## config.mk

```make
export PLATFORM = sky130hd
export DESIGN_NAME = irq_redir_regfile
export DESIGN_NICKNAME = d
export VERILOG_FILES = /design/src/rtl/irqrf_pkg.sv /design/src/rtl/irqrf_decode.sv /design/src/rtl/irqrf_bank.sv /design/src/rtl/irq_redir_regfile.sv
export SDC_FILE = /design/constraint.sdc
export NUM_CORES = 2
export LEC_CHECK = 0
export BUFFER_PORTS_ARGS = -buffer_cell sky130_fd_sc_hd__clkbuf_2
export CAP_MARGIN = 20
export CORE_ASPECT_RATIO = 1.25
export CORE_UTILIZATION = 45
export CTS_BUF_LIST = sky130_fd_sc_hd__clkbuf_8
export DETAILED_ROUTE_END_ITERATION = 8
export SLEW_MARGIN = 25
export SYNTH_ARGS = -nofsm -noshare
export SYNTH_HDL_FRONTEND = slang
export SYNTH_SLANG_ARGS = --single-unit
```

## constraint.sdc

```tcl
create_clock -name clk -period 4.7 [get_ports clk]
set_input_delay 1.41 -clock clk [delete_from_list [all_inputs] [get_ports clk]]
set_output_delay 1.41 -clock clk [all_outputs]
set_load 0.01 [all_outputs]
```

## src/rtl/irqrf_pkg.sv

```systemverilog
package irqrf_pkg;
  localparam int WIN_BASE  = 8'h10;
  localparam int IDX_ID    = 8'h00;
  localparam int IDX_VER   = 8'h01;
  localparam int IDX_ARB   = 8'h02;
  localparam int BIT_PEND  = 12;
  localparam int BIT_ACK   = 14;
  localparam logic [31:0] LO_SW_MASK = 32'hFFFF_AFFF;

  // Version word: max entry number in 23:16, version code 0x11 in 7:0.
  function automatic logic [31:0] ver_word(input int pins);
    logic [7:0] mx;
    mx = 8'(pins - 1);
    return {8'h00, mx, 8'h00, 8'h11};
  endfunction

  // Merge a software low-half write with the hardware-owned bits.
  function automatic logic [31:0] lo_merge(input logic [31:0] old_w,
                                           input logic [31:0] wd);
    return (old_w & ~LO_SW_MASK) | (wd & LO_SW_MASK);
  endfunction

  function automatic logic [31:0] id_word(input logic [3:0] id);
    return {4'h0, id, 24'h0};
  endfunction
endpackage

```

## src/rtl/irqrf_decode.sv

```systemverilog
module irqrf_decode #(
  parameter int NUM_PINS = 24,
  parameter int EW       = 5
) (
  input  logic          clk,
  input  logic          rst_n,
  input  logic [7:0]    idx,
  output logic          hit_id,
  output logic          hit_ver,
  output logic          hit_arb,
  output logic          hit_ent,
  output logic [EW-1:0] ent_num,
  output logic          ent_hi
);
  import irqrf_pkg::*;
  localparam int WIN_END = WIN_BASE + 2 * NUM_PINS;

  logic [7:0] off;

  always_comb begin
    off     = idx - 8'(WIN_BASE);
    hit_id  = (idx == 8'(IDX_ID));
    hit_ver = (idx == 8'(IDX_VER));
    hit_arb = (idx == 8'(IDX_ARB));
    hit_ent = (int'(idx) >= WIN_BASE) && (int'(idx) < WIN_END);
    ent_num = off[EW:1];
    ent_hi  = idx[0];
  end

  AST_DEC_ONEHOT: assert property (@(posedge clk) disable iff (!rst_n)
    $onehot0({hit_id, hit_ver, hit_arb, hit_ent}));
endmodule

```

## src/rtl/irqrf_bank.sv

```systemverilog
module irqrf_bank #(
  parameter int NUM_PINS = 24,
  parameter int EW       = 5
) (
  input  logic          clk,
  input  logic          rst_n,
  input  logic          wr_en,
  input  logic          wr_hi,
  input  logic [EW-1:0] wr_num,
  input  logic [31:0]   wdata,
  input  logic          st_we,
  input  logic [EW-1:0] st_entry,
  input  logic          st_pend,
  input  logic          st_ack,
  input  logic [EW-1:0] rd_num,
  input  logic          rd_hi,
  output logic [31:0]   rd_word
);
  import irqrf_pkg::*;

  logic [63:0] ent_q [NUM_PINS];
  logic [NUM_PINS-1:0] sw_hit;
  logic [NUM_PINS-1:0] side_hit;

  for (genvar i = 0; i < NUM_PINS; i++) begin : g_ent
    logic [63:0] nxt;
    assign sw_hit[i]   = wr_en && (wr_num == EW'(i));
    assign side_hit[i] = st_we && (st_entry == EW'(i));

    always_comb begin
      nxt = ent_q[i];
      if (sw_hit[i]) begin
        if (wr_hi) nxt[63:32] = wdata;
        else       nxt[31:0]  = lo_merge(ent_q[i][31:0], wdata);
      end
      if (side_hit[i]) begin
        nxt[BIT_PEND] = st_pend;
        nxt[BIT_ACK]  = st_ack;
      end
    end

    always_ff @(posedge clk or negedge rst_n) begin
      if (!rst_n) ent_q[i] <= '0;
      else        ent_q[i] <= nxt;
    end

    AST_LO_STATUS: assert property (@(posedge clk) disable iff (!rst_n)
      (sw_hit[i] && !wr_hi && !side_hit[i]) |=>
        (ent_q[i][BIT_PEND] == $past(ent_q[i][BIT_PEND]) &&
         ent_q[i][BIT_ACK]  == $past(ent_q[i][BIT_ACK])));
    AST_HI_KEEP: assert property (@(posedge clk) disable iff (!rst_n)
      (sw_hit[i] && wr_hi && !side_hit[i]) |=>
        (ent_q[i][31:0] == $past(ent_q[i][31:0])));
    AST_SIDE_WIN: assert property (@(posedge clk) disable iff (!rst_n)
      side_hit[i] |=> (ent_q[i][BIT_ACK] == $past(st_ack) &&
                       ent_q[i][BIT_PEND] == $past(st_pend)));
    AST_IDLE_HOLD: assert property (@(posedge clk) disable iff (!rst_n)
      (!sw_hit[i] && !side_hit[i]) |=> $stable(ent_q[i]));
  end

  always_comb begin
    rd_word = '0;
    for (int k = 0; k < NUM_PINS; k++) begin
      if (rd_num == EW'(k)) rd_word = rd_hi ? ent_q[k][63:32] : ent_q[k][31:0];
    end
  end
endmodule

```

## src/rtl/irq_redir_regfile.sv

```systemverilog
module irq_redir_regfile #(
  parameter int NUM_PINS = 24,
  parameter int AW       = 8,
  parameter int EW       = $clog2(NUM_PINS)
) (
  input  logic          clk,
  input  logic          rst_n,
  input  logic          bus_wr,
  input  logic [AW-1:0] bus_addr,
  input  logic [31:0]   bus_wdata,
  output logic [31:0]   bus_rdata,
  input  logic          st_we,
  input  logic [EW-1:0] st_entry,
  input  logic          st_pend,
  input  logic          st_ack,
  output logic          upd_valid,
  output logic [EW-1:0] upd_entry
);
  import irqrf_pkg::*;
  localparam logic [AW-1:0] OFF_SEL = AW'(8'h00);
  localparam logic [AW-1:0] OFF_WIN = AW'(8'h10);
  localparam logic [31:0]   VER     = ver_word(NUM_PINS);

  logic [31:0]   sel_q;
  logic [3:0]    id_q;
  logic          hit_id, hit_ver, hit_arb, hit_ent, ent_hi;
  logic [EW-1:0] ent_num;
  logic [31:0]   ent_word;
  logic          wr_sel, wr_win, wr_ent, wr_id;

  irqrf_decode #(.NUM_PINS(NUM_PINS), .EW(EW)) u_dec (
    .clk(clk), .rst_n(rst_n), .idx(sel_q[7:0]),
    .hit_id(hit_id), .hit_ver(hit_ver), .hit_arb(hit_arb),
    .hit_ent(hit_ent), .ent_num(ent_num), .ent_hi(ent_hi)
  );

  assign wr_sel = bus_wr && (bus_addr == OFF_SEL);
  assign wr_win = bus_wr && (bus_addr == OFF_WIN);
  assign wr_ent = wr_win && hit_ent;
  assign wr_id  = wr_win && hit_id;

  irqrf_bank #(.NUM_PINS(NUM_PINS), .EW(EW)) u_bank (
    .clk(clk), .rst_n(rst_n),
    .wr_en(wr_ent), .wr_hi(ent_hi), .wr_num(ent_num), .wdata(bus_wdata),
    .st_we(st_we), .st_entry(st_entry), .st_pend(st_pend), .st_ack(st_ack),
    .rd_num(ent_num), .rd_hi(ent_hi), .rd_word(ent_word)
  );

  always_ff @(posedge clk or negedge rst_n) begin
    if (!rst_n) begin
      sel_q     <= '0;
      id_q      <= '0;
      upd_valid <= 1'b0;
      upd_entry <= '0;
    end else begin
      if (wr_sel) sel_q <= bus_wdata;
      if (wr_id)  id_q  <= bus_wdata[27:24];
      upd_valid <= wr_ent;
      if (wr_ent) upd_entry <= ent_num;
    end
  end

  always_comb begin
    bus_rdata = '0;
    if (bus_addr == OFF_SEL) bus_rdata = sel_q;
    else if (bus_addr == OFF_WIN) begin
      if (hit_id || hit_arb) bus_rdata = id_word(id_q);
      else if (hit_ver)      bus_rdata = VER;
      else if (hit_ent)      bus_rdata = ent_word;
    end
  end

  AST_UPD_FOLLOW: assert property (@(posedge clk) disable iff (!rst_n)
    wr_ent |=> (upd_valid && upd_entry == $past(ent_num)));
  AST_UPD_IDLE: assert property (@(posedge clk) disable iff (!rst_n)
    !wr_ent |=> !upd_valid);
  AST_ID_HOLD: assert property (@(posedge clk) disable iff (!rst_n)
    !wr_id |=> $stable(id_q));
  AST_SEL_HOLD: assert property (@(posedge clk) disable iff (!rst_n)
    !wr_sel |=> $stable(sel_q));
endmodule

```

==> results.sh <==
export IMPL_status="finished with violations"
export IMPL_violations="setup timing"
export IMPL_synth_cell_types=75
export IMPL_tightestPinTransition_ns=1.06
export IMPL_path_cells="inv_2, ha_4, or3b_4, buf_6, nor2_4, a221o_1, a2111oi_4, nor4_4, o41ai_2, buf_4, a221o_1, clkbuf_2"
export IMPL_synth_seq_cells=1578
export IMPL_synth_simple_gate_area_frac=0.0294
export IMPL_wl_per_cell_um=26.0
export IMPL_antenna_found_initial=9
export IMPL_end_kind="output port"
export IMPL_dp_cells=7908
export IMPL_slew_headroom=0.290
export IMPL_drtIter0Drc=3363
export IMPL_synthMuxAreaShare=0.339
export IMPL_synth_xor_area_frac=0.000117
export IMPL_postLayoutCellArea_mm2=0.0891
export IMPL_synth_compound_area_frac=0.0703
export IMPL_cp_buffers_inverters=4
export IMPL_crit_fanout=7
export IMPL_rows=167
export IMPL_drc=0
export IMPL_clk_latency_ns=1.02
export IMPL_hpwl_mm=146
export IMPL_power_mw=27.5
export IMPL_synthCells=5645
export IMPL_grt_max_degree=182
export IMPL_hold_path_class="primary input to async pin"
export IMPL_fmax_mhz=181
export IMPL_grt_first_pass_wirelength_mm=335
export IMPL_wl_mm=219
export IMPL_clk_pin_slew_ns=0.06
export IMPL_h_tree_depth=5
export IMPL_grt_use_total=0.259
export IMPL_cts_sinks=1578
export IMPL_core_mm2=0.165
export IMPL_critPathTopFamily="simple AND/OR/NAND/NOR gates"
export IMPL_skew_ns=0.0455
export IMPL_n_fill_cell=14000
export IMPL_synthAdderAreaFrac=0.000334
export IMPL_viasPerCell=5.86
export IMPL_gp_congestion=0.851
export IMPL_ys_flop_type="dfrtp_1"
export IMPL_initial_core_util=0.453
export IMPL_numCtsBuffers=274
export IMPL_synth_area_per_cell_um2=13.3
export IMPL_synth_edf_count=0
export IMPL_syn_num_nets=5698
export IMPL_dpl_instance_area_mm2=0.0816
export IMPL_ant_nets=0
export IMPL_multi_input_area_mm2=0.0347
export IMPL_startpoint_type="flop"
export IMPL_cts_root_buf="clkbuf_8"
export IMPL_cp_data_arrival_time_ns=4.10
export IMPL_dieHeight_um=458
export IMPL_hold_buffers=0
export IMPL_slowest_delay_ns=0.51
export IMPL_drv_cap=0
export IMPL_setup_viol=32
export IMPL_drv_slew=0
export IMPL_nets=6094
export IMPL_synth_warnings=0
export IMPL_layout_drive_gt1_share=0.490
export IMPL_die_w_um=367
export IMPL_area_delta_synth_final_pct=18.8
export IMPL_place_ws_ns=-0.289
export IMPL_hold_violations=0
export IMPL_grt_setup_unrepaired="true"
export IMPL_syn_area_mm2=0.0750
export IMPL_grt_pass1_vias=51900
export IMPL_power_density_mw_per_mm2=309
export IMPL_power_leakage_nw=41.5
export IMPL_synth_seq_area_share=0.527
export IMPL_port_buffers=88
export IMPL_cts_tree="yes"
export IMPL_setup_slack_ns=-0.814
export IMPL_gr_total_overflow=0
export IMPL_worst_setup_path_type="flop to output port"
export IMPL_fin_crit_ns=5.51
export IMPL_path_common_cell="a221o_1"
export IMPL_ir_drop_mv=0.248
export IMPL_synthArstFlopShare=1.00
export IMPL_die_area_mm2=0.168
export IMPL_tns_ns=-22.34
export IMPL_min_period_over_period=1.17
export IMPL_register_area_mm2=0.0395
export IMPL_cts_buffer_depth=4
export IMPL_required_ns=3.29
export IMPL_crit_slowest_cell="or3b_4"
export IMPL_instances_no_fill=8416
export IMPL_num_vias=49400
export IMPL_ios=89
export IMPL_firstDrtPassIters=7
export IMPL_synth_top_family_by_area="multiplexers"
-- layer usage --
layer  track usage  wire, um
met2         0.435    108000
met1         0.344     94800
met5             0         0
met3        0.0362      9190
met4        0.0874      6240
-- flip-flops by register name, summed over array words and instances (netlist names) --
name,count
sel_q,32
upd_entry,5
upd_valid,1
id_q,4
u_bank.ent_q,1536
-- placed cells by master, fill, tap and decap left out, types with 93 or more instances in the layout --
cell	instances
mux2_2	1744
buf_4	385
buf_12	140
inv_1	93
a21oi_1	157
o22ai_1	130
o21ai_0	94
clkbuf_8	341
dfrtp_1	1574
mux2i_1	517
-- where the power goes --
part,switching [mW],internal (mW)
clock,5.50,6.58
combinational,1.11,0.594
sequential,0.0637,13.7
-- Yosys cell counts (4+ instances only) --
| cell | count | area share |
|---|---|---|
| nand3_1 | 31 | 0.0021 |
| buf_6 | 5 | 0.00075 |
| nor2_1 | 102 | 0.0051 |
| a32o_1 | 16 | 0.0021 |
| a2111oi_0 | 9 | 0.0011 |
| o211a_1 | 4 | 0.00053 |
| a21oi_1 | 171 | 0.011 |
| o21a_1 | 5 | 0.00050 |
| nor2b_1 | 37 | 0.0031 |
| clkbuf_1 | 261 | 0.013 |
| o41ai_1 | 6 | 0.00070 |
| mux2i_1 | 526 | 0.070 |
| a221o_1 | 49 | 0.0065 |
| o221ai_1 | 44 | 0.0051 |
| buf_4 | 62 | 0.0062 |
| mux2_2 | 1744 | 0.26 |
| nor2_2 | 22 | 0.0018 |
| nor3_1 | 63 | 0.0042 |
| a21boi_0 | 4 | 0.00040 |
| a22oi_1 | 25 | 0.0025 |
| a22o_1 | 6 | 0.00070 |
| buf_1 | 20 | 0.0010 |
| mux2_1 | 44 | 0.0066 |
| a21o_1 | 4 | 0.00040 |
| a211oi_1 | 63 | 0.0063 |
| and2_1 | 5 | 0.00042 |
| buf_2 | 195 | 0.013 |
| a41oi_1 | 6 | 0.00070 |
| nand2_1 | 88 | 0.0044 |
| nor3_2 | 4 | 0.00053 |
| or4_1 | 6 | 0.00060 |
| o22ai_1 | 142 | 0.012 |
| and3_1 | 6 | 0.00050 |
| nand4_1 | 7 | 0.00058 |
| o211ai_1 | 6 | 0.00060 |
| inv_1 | 7 | 0.00035 |
| o2111ai_1 | 18 | 0.0021 |
| nor4_1 | 22 | 0.0018 |
| dfrtp_1 | 1578 | 0.53 |
| o32ai_1 | 8 | 0.00093 |
| o21ai_0 | 109 | 0.0073 |
| nand2b_1 | 14 | 0.0012 |
| a221oi_1 | 44 | 0.0051 |
-- final timing paths --
check	to	cells after the start	start	slack, ns
max	bus_rdata[0]	12	sel_q[4]	-0.81
max reg2reg	u_bank.ent_q[1513]	13	sel_q[0]	1.16
min reg2reg	u_bank.ent_q[247]	1	u_bank.ent_q[247]	0.48
min in group clk	u_bank.ent_q[247]	1	u_bank.ent_q[247]	0.48
max in group asynchronous	u_bank.ent_q[1126]	3	rst_n	3.06
min	u_bank.ent_q[1069]	1	rst_n	0.24
-- final cells by class --
class	count	share of cell area
sequential	1578	0.443
inverter	8	0.000337
timing repair buffer	663	0.0779
clock buffer	341	0.0527
clock inverter	106	0.00534
tap	2197	0.0308
multi-input combinational	3516	0.389
antenna	7	0.000197
-- per-stage QoR --
stage / utilization / hold slack (ns)
6_report: 0.538 / 0.243
5_1_grt: 0.538 / 0.196
4_1_cts: 0.534 / 0.161
3_5_place_dp: 0.493 / 0.468
3_3_place_gp: 0.493 / 0.462
2_1_floorplan: - / 0.452
-- worst register-to-register path, delay by kind of cell, from the launching register on --
family	cells	cell delay, ns
AND/OR/NAND/NOR	6	0.99
multiplexers	1	0.40
buffers and inverters	6	1.45
flip-flops	1	0.55
-- logic make-up (layout without fill, tap and decap cells) --
logic type	Yosys count	count (layout)
simple gates	433	433
buf+inv	551	1118
mux	2314	2314
xor+xnor	1	1
fa+ha+maj	2	2
compound gates	766	766
other cells	0	7
flops	1578	1578
-- timing repair --
action / in CTS / in global routing
resized for setup: 249 / 95
pin swaps: 64 / 36
cloned: 6 / 1
setup endpoints to repair: 32 / 32
setup buffers: 32 / 23
Note: power is estimated with default switching activity, not from simulation.
